===== config.mk =====
export PLATFORM = sky130hd
export DESIGN_NAME = tis_top
export DESIGN_NICKNAME = d
export VERILOG_FILES = /design/src/rtl/tis_pkg.sv /design/src/rtl/tis_sync_edge.sv /design/src/rtl/tis_timer.sv /design/src/rtl/tis_seq.sv /design/src/rtl/tis_top.sv
export SDC_FILE = /design/constraint.sdc
export NUM_CORES = 1
export LEC_CHECK = 0
export CAP_MARGIN = 25
export CORE_MARGIN = 1
export CORE_UTILIZATION = 37
export CTS_BUF_LIST = sky130_fd_sc_hd__clkbuf_16
export DETAILED_ROUTE_END_ITERATION = 8
export PLACE_DENSITY = 0.75
export SYNTH_ARGS = -nofsm -noshare
export SYNTH_HDL_FRONTEND = slang
export SYNTH_SLANG_ARGS = --single-unit
export TNS_END_PERCENT = 50

===== constraint.sdc =====
create_clock -name clk -period 4.3 [get_ports clk]
set_input_delay 1.075 -clock clk [delete_from_list [all_inputs] [get_ports clk]]
set_output_delay 1.075 -clock clk [all_outputs]
set_load 0.02 [all_outputs]

===== src/rtl/tis_pkg.sv =====
package tis_pkg;

    localparam int unsigned PC_W = 16;

    localparam logic [PC_W-1:0] EXT_ENTRY = 16'h0010;
    localparam logic [PC_W-1:0] TMR_ENTRY = 16'h0020;

    typedef enum logic [1:0] {
        SRC_NONE = 2'd0,
        SRC_EXT  = 2'd1,
        SRC_TMR  = 2'd2
    } src_e;

    typedef struct packed {
        logic ext;
        logic tmr;
    } req_t;

    // External source wins a tie.
    function automatic src_e pick_src(input req_t r);
        if (r.ext)      return SRC_EXT;
        else if (r.tmr) return SRC_TMR;
        else            return SRC_NONE;
    endfunction

    function automatic logic [PC_W-1:0] entry_of(input src_e s);
        case (s)
            SRC_EXT: return EXT_ENTRY;
            SRC_TMR: return TMR_ENTRY;
            default: return '0;
        endcase
    endfunction

endpackage


===== src/rtl/tis_sync_edge.sv =====
module tis_sync_edge #(
    parameter int unsigned STAGES = 2
) (
    input  logic clk,
    input  logic rst,
    input  logic pin,
    input  logic clr,
    output logic pend
);
    localparam int unsigned LAST = STAGES;

    logic [LAST:0] sh_q;
    logic          rise;

    assign rise = sh_q[LAST-1] & ~sh_q[LAST];

    always_ff @(posedge clk) begin
        if (rst) begin
            sh_q <= '0;
            pend <= 1'b0;
        end else begin
            sh_q <= {sh_q[LAST-1:0], pin};
            if (rise)     pend <= 1'b1;
            else if (clr) pend <= 1'b0;
        end
    end

    // a pending request is kept until the sequencer takes it
    p_pend_hold_r3: assert property (@(posedge clk) disable iff (rst)
        (pend && !clr) |=> pend);

endmodule


===== src/rtl/tis_timer.sv =====
module tis_timer #(
    parameter int unsigned W = 16
) (
    input  logic         clk,
    input  logic         rst,
    input  logic [W-1:0] thresh,
    input  logic         clr,
    input  logic         wait_req,
    input  logic [W-1:0] wait_val,
    output logic         pend,
    output logic         wait_stall
);
    localparam logic [W-1:0] ONE = {{(W-1){1'b0}}, 1'b1};

    logic [W-1:0] cnt_q;
    logic         hit;

    assign hit        = (cnt_q == thresh);
    assign wait_stall = wait_req && (cnt_q != wait_val);

    always_ff @(posedge clk) begin
        if (rst) begin
            cnt_q <= '0;
            pend  <= 1'b0;
        end else begin
            cnt_q <= hit ? '0 : cnt_q + ONE;
            if (hit)      pend <= 1'b1;
            else if (clr) pend <= 1'b0;
        end
    end

    // single step when no limit match
    p_step_r2: assert property (@(posedge clk) disable iff (rst)
        (cnt_q != thresh) |=> (cnt_q == $past(cnt_q) + ONE));

    // restart from zero and request after a match
    p_wrap_r2: assert property (@(posedge clk) disable iff (rst)
        (cnt_q == thresh) |=> (cnt_q == '0 && pend));

    // a wait is released in the matching cycle
    p_wait_rel_r10: assert property (@(posedge clk) disable iff (rst)
        (wait_req && cnt_q == wait_val) |-> !wait_stall);

endmodule


===== src/rtl/tis_seq.sv =====
module tis_seq
    import tis_pkg::*;
(
    input  logic            clk,
    input  logic            rst,
    input  logic            insn_start,
    input  logic [PC_W-1:0] pc_in,
    input  logic            halt_req,
    input  logic            reti_req,
    input  req_t            pend,
    input  logic [1:0]      src_en,
    input  logic            wait_stall,
    output logic [PC_W-1:0] pc_out,
    output logic            pc_load,
    output logic            bank_sel,
    output logic            stall,
    output logic            clr_ext,
    output logic            clr_tmr
);
    logic            gie_q;
    logic            bank_q;
    logic            halted_q;
    logic [PC_W-1:0] ret_pc_q;

    req_t avail;
    src_e sel;
    logic wake;
    logic take;
    logic do_ret;

    always_comb begin
        avail.ext = pend.ext & src_en[0];
        avail.tmr = pend.tmr & src_en[1];
        sel       = pick_src(avail);
        wake      = gie_q & (avail.ext | avail.tmr);
        take      = insn_start & wake;
        do_ret    = reti_req & bank_q;
        pc_load   = take | do_ret;
        if (take)        pc_out = entry_of(sel);
        else if (do_ret) pc_out = ret_pc_q;
        else             pc_out = '0;
        clr_ext   = take && (sel == SRC_EXT);
        clr_tmr   = take && (sel == SRC_TMR);
        stall     = (halted_q & ~wake) | wait_stall;
    end

    assign bank_sel = bank_q;

    always_ff @(posedge clk) begin
        if (rst) begin
            gie_q    <= 1'b1;
            bank_q   <= 1'b0;
            halted_q <= 1'b0;
            ret_pc_q <= '0;
        end else begin
            if (take) begin
                gie_q    <= 1'b0;
                bank_q   <= 1'b1;
                ret_pc_q <= pc_in;
            end else if (do_ret) begin
                gie_q    <= 1'b1;
                bank_q   <= 1'b0;
            end
            if (wake)          halted_q <= 1'b0;
            else if (halt_req) halted_q <= 1'b1;
        end
    end

    // the alternate bank is selected after an entry
    p_entry_bank_r6: assert property (@(posedge clk) disable iff (rst)
        take |=> (bank_sel && !gie_q));

    // no entry while a handler is active
    p_no_nest_r6: assert property (@(posedge clk) disable iff (rst)
        (bank_sel && !reti_req) |-> !pc_load);

    // external request has precedence
    p_prio_r5: assert property (@(posedge clk) disable iff (rst)
        (insn_start && gie_q && pend.ext && src_en[0]) |-> (pc_load && pc_out == EXT_ENTRY));

    // return swaps back and re-enables
    p_ret_r7: assert property (@(posedge clk) disable iff (rst)
        (reti_req && bank_sel) |=> (!bank_sel && gie_q));

    // return outside a handler has no effect
    p_idle_ret_r8: assert property (@(posedge clk) disable iff (rst)
        (reti_req && !bank_sel && !insn_start) |-> !pc_load);

endmodule


===== src/rtl/tis_top.sv =====
module tis_top
    import tis_pkg::*;
#(
    parameter int unsigned CNT_W       = 16,
    parameter int unsigned SYNC_STAGES = 2
) (
    input  logic             clk,
    input  logic             rst,
    input  logic             ext_pin,
    input  logic [PC_W-1:0]  pc_in,
    input  logic             insn_start,
    input  logic             halt_req,
    input  logic             wait_req,
    input  logic [CNT_W-1:0] wait_val,
    input  logic             reti_req,
    input  logic [CNT_W-1:0] thresh,
    input  logic [1:0]       src_en,
    output logic [PC_W-1:0]  pc_out,
    output logic             pc_load,
    output logic             bank_sel,
    output logic             stall
);
    req_t pend;
    logic clr_ext;
    logic clr_tmr;
    logic wait_stall;
    logic ext_p;
    logic tmr_p;

    tis_sync_edge #(.STAGES(SYNC_STAGES)) u_ext (
        .clk (clk),
        .rst (rst),
        .pin (ext_pin),
        .clr (clr_ext),
        .pend(ext_p)
    );

    tis_timer #(.W(CNT_W)) u_tmr (
        .clk       (clk),
        .rst       (rst),
        .thresh    (thresh),
        .clr       (clr_tmr),
        .wait_req  (wait_req),
        .wait_val  (wait_val),
        .pend      (tmr_p),
        .wait_stall(wait_stall)
    );

    assign pend.ext = ext_p;
    assign pend.tmr = tmr_p;

    tis_seq u_seq (
        .clk       (clk),
        .rst       (rst),
        .insn_start(insn_start),
        .pc_in     (pc_in),
        .halt_req  (halt_req),
        .reti_req  (reti_req),
        .pend      (pend),
        .src_en    (src_en),
        .wait_stall(wait_stall),
        .pc_out    (pc_out),
        .pc_load   (pc_load),
        .bank_sel  (bank_sel),
        .stall     (stall),
        .clr_ext   (clr_ext),
        .clr_tmr   (clr_tmr)
    );

endmodule


==> out/metrics.csv, run 1 <==
stage,metric,value,unit
outcome,outcome,"finished, final reports clean",
logic_synthesis,async_flop_share,0,
clock_tree,cts_buffers,5,
drt,viasPerCell,4.86,
logic_synthesis,yosys_register_bits,40,
final_layout,area_growth,44.9,%
sta,slew_headroom,0.629,
critical_path,crit_fanout,14,
floorplan,die_height,76.1,um
min_path,worstHoldEndpoint,u_ext.sh_q[1],
drt,drt_iter0_drc,41,
final_layout,multi_input_area,0.00113,sq mm
clock_tree,cts_tree,done,
critical_path,rr_startpoint,u_tmr.cnt_q[12],
sta,rsz0062_at_grt,no,
clock_tree,clkSinkCount,40,
critical_path,worst-path-buf-inv,2,
drt,totalWireLength,4.78,mm
logic_synthesis,syn_inst,245,
final_layout,layout_commonest_cell,clkdlybuf4s50_1,
min_path,hp-start,u_ext.sh_q[0],
floorplan,core-area,0.00520,sq mm
logic_synthesis,avgSynthCellArea,8.30,sq um
sta,max_freq,0.244,GHz
logic_synthesis,yosysSeqAreaShare,0.394,
critical_path,critPathCaptureType,output pin,
power,power.density,279,mW/mm^2
place,post-place-ws,0.175,ns
place,dp_hpwl,3.71,mm
logic_synthesis,synth.net_count,303,
logic_synthesis,ys_warn_count,0,
global_routing,grt_use_total,0.183,
global_routing,grt_max_degree,18,
clock_tree,clkTransAtPathRegs,0.05,ns
critical_path,rrSetupSlack,2.48,ns
final_layout,layout-drive-gt1-share,0.0444,
drt,first_pass_iters,4,
critical_path,startpoint_type,input port,
final_layout,seq_area,801,sq um
drt,wire_per_inst,12.4,um
clock_tree,htree_levels,2,
final_layout,antennaDiodeCount,0,
final_layout,layout.nets,373,
critical_path,cp.arrival,3.03,ns
sta,worstMarginPinSlew,0.551,ns
critical_path,worstReg2RegEnd,u_tmr.cnt_q[11],
min_path,holdPathStages,1,
clock_tree,cts_resized,0,
global_routing,grt_pass1_vias,1841,
sta,holdWs,0.440,ns
min_path,min_path_type,flop to flop,
critical_path,cp.required,3.22,ns
clock_tree,clk_root_buffer_cell,clkbuf_16,
sta,fin_ws,0.195,ns
sta,final.min_clock_period,4.11,ns
power,ir_drop,0.000159,V
floorplan,start_util,0.391,
sta,slew_viol_final,0,
logic_synthesis,synthDistinctLibCells,32,
global_routing,grt_overflow_total,0,
sta,hold_violations,0,
logic_synthesis,syn_area,0.00203,sq mm
drt,ant_nets,0,
sta,setup_violations,0,
place,place.gp.congestion,0.808,
critical_path,cpMostUsedCell,clkdlybuf4s50_1,
clock_tree,clock_latency,0.28,ns
global_routing,antenna_found_initial,0,
run,drv_cap,0,
sta,finClkSkew,0.00177,ns
critical_path,path_class,input port to output pin,
place,port_buffers,75,
logic_synthesis,synth_edf_count,0,
global_routing,grt_pass1_wl,8.54,mm
floorplan,pin_count,76,
sta,finalSetupTns,0,ns
floorplan,row_count,26,
final_layout,final_cell_mix,"clkdlybuf4s50_1 (75), xor2_1 (43), dfxtp_1 (40), nand2_1 (39), a21oi_1 (22)",
logic_synthesis,synthFlopType,dfxtp_1,
sta,fin_crit_sh,0.955,
clock_tree,clockBufferDepth,2,
critical_path,worstPathCellList,"clkdlybuf4s50_1, a22o_1, and3_1, nor2_4, and2_1, clkdlybuf4s50_1",
critical_path,crit_family,buffers and inverters,
power,total_power,0.000823,W
clock_tree,postCtsSetupBuffers,0,
critical_path,critPathMaxStageDelay,0.60,ns
critical_path,slowest_stage,clkdlybuf4s50_1,
final_layout,final_core_util,0.566,
critical_path,reg2regPathDepth,4,
clock_tree,cts_hold_buf,0,
drt,drc,0,
power,leakagePower,1.15,nW
floorplan,die_x,76.1,um
drt,vias,1870,
floorplan,die_area,0.00580,sq mm
final_layout,n_fill_cell,525,
-- layer usage --
metal	vias up	global-route usage	wire length, um
li1	957	-	-
met1	830	0.220	2060
met2	75	0.319	2330
met3	8	0.0455	334
met4	0	0.0577	64
met5	-	0	0
-- flip-flops by register name, summed over array words and instances, names as in the netlist --
name / flops
u_seq.halted_q: 1
u_tmr.cnt_q: 16
u_seq.ret_pc_q: 16
u_ext.pend: 1
u_ext.sh_q: 3
u_seq.bank_sel: 1
u_tmr.pend: 1
u_seq.gie_q: 1
-- worst max-delay path by stage --
stage	slack, ns	cells past startpoint	endpoint	startpoint
floorplan	1.06	6	pc_out[10]	src_en[0]
global placement	0.22	6	pc_out[11]	src_en[0]
detailed placement	0.17	6	pc_out[12]	src_en[0]
CTS	0.16	6	pc_out[12]	src_en[0]
global route	0.04	5	pc_out[5]	src_en[0]
finish	0.19	6	pc_out[12]	src_en[0]
-- worst reg2reg max path, stage by stage, from the launching register on --
cell,delay (ns)
dfxtp_1,0.48
xor2_1,0.11
nor4_1,0.53
a41o_2,0.48
nor2_1,0.09
-- synthesized netlist by cell type, drive strengths merged, types with 2 or more instances --
master / count / area share
clkbuf: 7 / 0.014
a21oi: 22 / 0.054
dfxtp: 40 / 0.39
xor2: 43 / 0.19
o21ai: 5 / 0.012
nand3: 7 / 0.017
nand2: 40 / 0.075
or3: 2 / 0.0062
and4: 3 / 0.014
and2: 15 / 0.046
inv: 3 / 0.0055
nor2b: 3 / 0.0092
buf: 9 / 0.030
and3: 3 / 0.0092
nor4: 8 / 0.028
a22o: 2 / 0.0086
nand4: 9 / 0.028
nor2: 17 / 0.035
-- report_power, final --
group	switching [W]	internal, W
Combinational	0.0000350	0.0000634
Sequential	0.00000616	0.000378
Clock	0.000134	0.000207
-- cells by family (layout without fill, tap and decap cells) --
family                   Yosys count  after routing  synth area share
AND/OR/NAND/NOR                  108            108             0.270
XOR/XNOR                          44             44             0.190
flip-flops                        40             40             0.394
AO/OA/AOI/OAI                     33             33            0.0911
buffers and inverters             19             89            0.0492
adder cells (fa/ha/maj)            1              1           0.00615
-- cell type report --
| cell class | instances | share of cell area |
|---|---|---|
| clock buffer | 5 | 0.0425 |
| clock inverter | 2 | 0.00255 |
| inverter | 3 | 0.00382 |
| multi-input combinational | 186 | 0.384 |
| sequential | 40 | 0.272 |
| tap | 70 | 0.0297 |
| timing repair buffer | 79 | 0.265 |
-- per-stage QoR --
stage | cells | instance area (sq um)
after global placement | 378 | 2810
after floorplan | 245 | 2030
final | 385 | 2950
after global routing | 385 | 2950
after detailed placement | 378 | 2810
after CTS | 385 | 2950
(Power assumes the default switching activity.)
==> run 2: changes to the inputs <==
--- a/config.mk
+++ b/config.mk
@@ -9,6 +9,7 @@
 export CORE_MARGIN = 1
 export CORE_UTILIZATION = 37
 export CTS_BUF_LIST = sky130_fd_sc_hd__clkbuf_16
+export CTS_CLUSTER_DIAMETER = 30
 export DETAILED_ROUTE_END_ITERATION = 8
 export PLACE_DENSITY = 0.75
 export SYNTH_ARGS = -nofsm -noshare
==> results of run 2 <==
The final DEF is identical to that of run 1; final timing and power are the same.
==> run 3: changes to the inputs <==
--- a/config.mk
+++ b/config.mk
@@ -6,12 +6,11 @@
 export NUM_CORES = 1
 export LEC_CHECK = 0
 export CAP_MARGIN = 25
-export CORE_MARGIN = 1
-export CORE_UTILIZATION = 37
+export CORE_UTILIZATION = 47
 export CTS_BUF_LIST = sky130_fd_sc_hd__clkbuf_16
 export CTS_CLUSTER_DIAMETER = 30
 export DETAILED_ROUTE_END_ITERATION = 8
-export PLACE_DENSITY = 0.75
+export PLACE_DENSITY = 0.9
 export SYNTH_ARGS = -nofsm -noshare
 export SYNTH_HDL_FRONTEND = slang
 export SYNTH_SLANG_ARGS = --single-unit
==> out/metrics.csv, run 3 (synthesis results as in run 1) <==
stage,metric,value,unit,change
outcome,outcome,"finished, final reports clean",,
clock_tree,cts_hold_buf,0,,unchanged
global_routing,grt_use_total,0.228,,+0.0457
critical_path,startpoint_type,input port,,
power,p_sw,0.000182,W,+4.3%
clock_tree,clkTransAtPathRegs,0.06,ns,about the same
sta,max_freq,0.244,GHz,about the same
global_routing,antenna_found_initial,0,,unchanged
power,p_clk_frac,0.459,,+0.045
final_layout,layout.nets,371,,-0.54%
clock_tree,htree_levels,2,,unchanged
min_path,min_path_type,flop to flop,,
clock_tree,clock_latency,0.28,ns,about the same
floorplan,core-area,0.00409,sq mm,-21%
drt,ant_nets,0,,unchanged
final_layout,finalNonFillerCells,364,,-5.5%
floorplan,row_count,23,,-12%
floorplan,start_util,0.498,,+0.107
floorplan,die_x,67.8,um,-11%
sta,finalSetupTns,0,ns,unchanged
clock_tree,postCtsSetupBuffers,0,,unchanged
floorplan,die_area,0.00459,sq mm,-21%
global_routing,grt_busiest_layer,met2,,
sta,fin_crit_sh,0.954,,about the same
final_layout,final_cell_mix,"clkdlybuf4s50_1 (75), xor2_1 (43), dfxtp_1 (40), nand2_1 (39), a21oi_1 (22)",,
place,dp_hpwl,3.65,mm,-1.5%
drt,first_pass_iters,4,,unchanged
clock_tree,clockBufferDepth,2,,unchanged
critical_path,path_class,input port to output pin,,
place,place.gp.congestion,0.839,,+3.9%
drt,wire_per_inst,13.4,um,+7.4%
power,ir_drop,0.000164,V,+3.2%
sta,final.min_clock_period,4.10,ns,-0.00170 ns
global_routing,grt_max_degree,26,,+8
drt,totalWireLength,4.86,mm,+1.6%
floorplan,pin_count,76,,unchanged
global_routing,grt_pass1_vias,1765,,-4.1%
global_routing,use_met2,0.411,,+0.0918
sta,setup_violations,0,,unchanged
sta,finClkSkew,0.00395,ns,+0.00218 ns
final_layout,area_growth,44.4,%,
sta,slew_headroom,0.417,,-0.212
clock_tree,clkSinkCount,40,,unchanged
floorplan,die_height,67.8,um,-11%
power,seq_power_share,0.431,,-0.035
sta,rsz0062_at_grt,no,,
place,port_buffers,75,,unchanged
critical_path,critPathCaptureType,output pin,,
critical_path,cp.required,3.22,ns,about the same
critical_path,crit_fanout,14,,unchanged
critical_path,cp.arrival,3.03,ns,about the same
sta,hold_violations,0,,unchanged
sta,slew_viol_final,0,,unchanged
power,leakagePower,1.16,nW,+0.45%
global_routing,grt_util_met3,0.0709,,+0.0254
clock_tree,cts_tree,done,,
drt,vias,1903,,+1.8%
clock_tree,cts_resized,0,,unchanged
global_routing,grt_overflow_total,0,,unchanged
place,dp.cells,356,,-5.8%
run,drv_cap,0,,unchanged
final_layout,final_core_util,0.718,,+0.152
clock_tree,cts_buffers,5,,unchanged
drt,viasPerCell,5.23,,+7.6%
final_layout,antennaDiodeCount,0,,unchanged
global_routing,grt_use_met1,0.253,,+0.0332
final_layout,top_regs,"u_seq.ret_pc_q (16), u_tmr.cnt_q (16), u_ext.sh_q (3)",,
power,cellInternalPower,0.000710,W,+9.5%
final_layout,layout-drive-gt1-share,0.0414,,-0.00304
drt,drt_iter0_drc,113,,+180%
final_layout,layout_commonest_cell,clkdlybuf4s50_1,,
power,swShare,0.204,,-0.00797
final_layout,n_fill_cell,337,,-36%
clock_tree,clk_root_buffer_cell,clkbuf_16,,
sta,worstMarginPinSlew,0.872,ns,+0.321 ns
drt,drc,0,,unchanged
power,power.density,304,mW/mm^2,+8.7%
power,p_comb_frac,0.110,,-0.010
global_routing,grt_pass1_wl,7.67,mm,-10%
run 3: changes by cell type in the layout (fill, tap and decap cells not counted), sizes merged:
cell and delta:
buf -2, bufinv +1
run 3: worst max-delay path: stages:
cell,delay (ns)
clkdlybuf4s50_1,0.50
a22o_1,0.20
nand3_1,0.29
buf_4,0.30
nand2_1,0.06
clkdlybuf4s50_1,0.60
run 3: final timing paths:
path / endpoint / slack, ns / cells after the start / start
min: u_ext.sh_q[1] / 0.44 / 1 / u_ext.sh_q[0]
max: pc_load / 0.20 / 6 / src_en[0]
min reg2reg: u_ext.sh_q[1] / 0.44 / 1 / u_ext.sh_q[0]
max reg2reg: u_tmr.cnt_q[4] / 2.55 / 4 / u_tmr.cnt_q[9]
run 3: power groups by stage:
stage          clock (W)  sequential, W  combinational [W]
2_1_floorplan          0       0.000389          0.0000370
3_3_place_gp           0       0.000391          0.0000967
3_5_place_dp           0       0.000392          0.0000981
4_1_cts         0.000413       0.000384          0.0000991
5_1_grt         0.000434       0.000385           0.000106
6_report        0.000410       0.000384          0.0000982
run 3: layout make-up:
| cell class | count | area [sq um] | area share |
|---|---|---|---|
| Timing Repair Buffer | 77 | 766 | 0.261 |
| Clock inverter | 3 | 37.5 | 0.0128 |
| Sequential cell | 40 | 801 | 0.273 |
| Tap cell | 50 | 62.6 | 0.0213 |
| Clock buffer | 5 | 125 | 0.0426 |
| Multi-Input combinational cell | 186 | 1130 | 0.386 |
| Inverter | 3 | 11.3 | 0.00384 |
run 3: metrics by stage:
stage / total power (W) / area, sq um / worst slack [ns] / hold WS, ns
after global routing: 0.000925 / 2940 / 0.0409 / 0.462
after global placement: 0.000488 / 2770 / 0.217 / 0.431
after floorplan: 0.000426 / 2030 / 1.06 / 0.414
after CTS: 0.000896 / 2940 / 0.198 / 0.446
final: 0.000892 / 2940 / 0.197 / 0.441
after detailed placement: 0.000490 / 2770 / 0.199 / 0.427
run 3: layer usage:
| metal | part of all wire | up-vias |
|---|---|---|
| li1 | - | 955 |
| met1 | 0.41 | 866 |
| met2 | 0.50 | 73 |
| met3 | 0.068 | 9 |
| met4 | 0.015 | 0 |
| met5 | 0 | - |
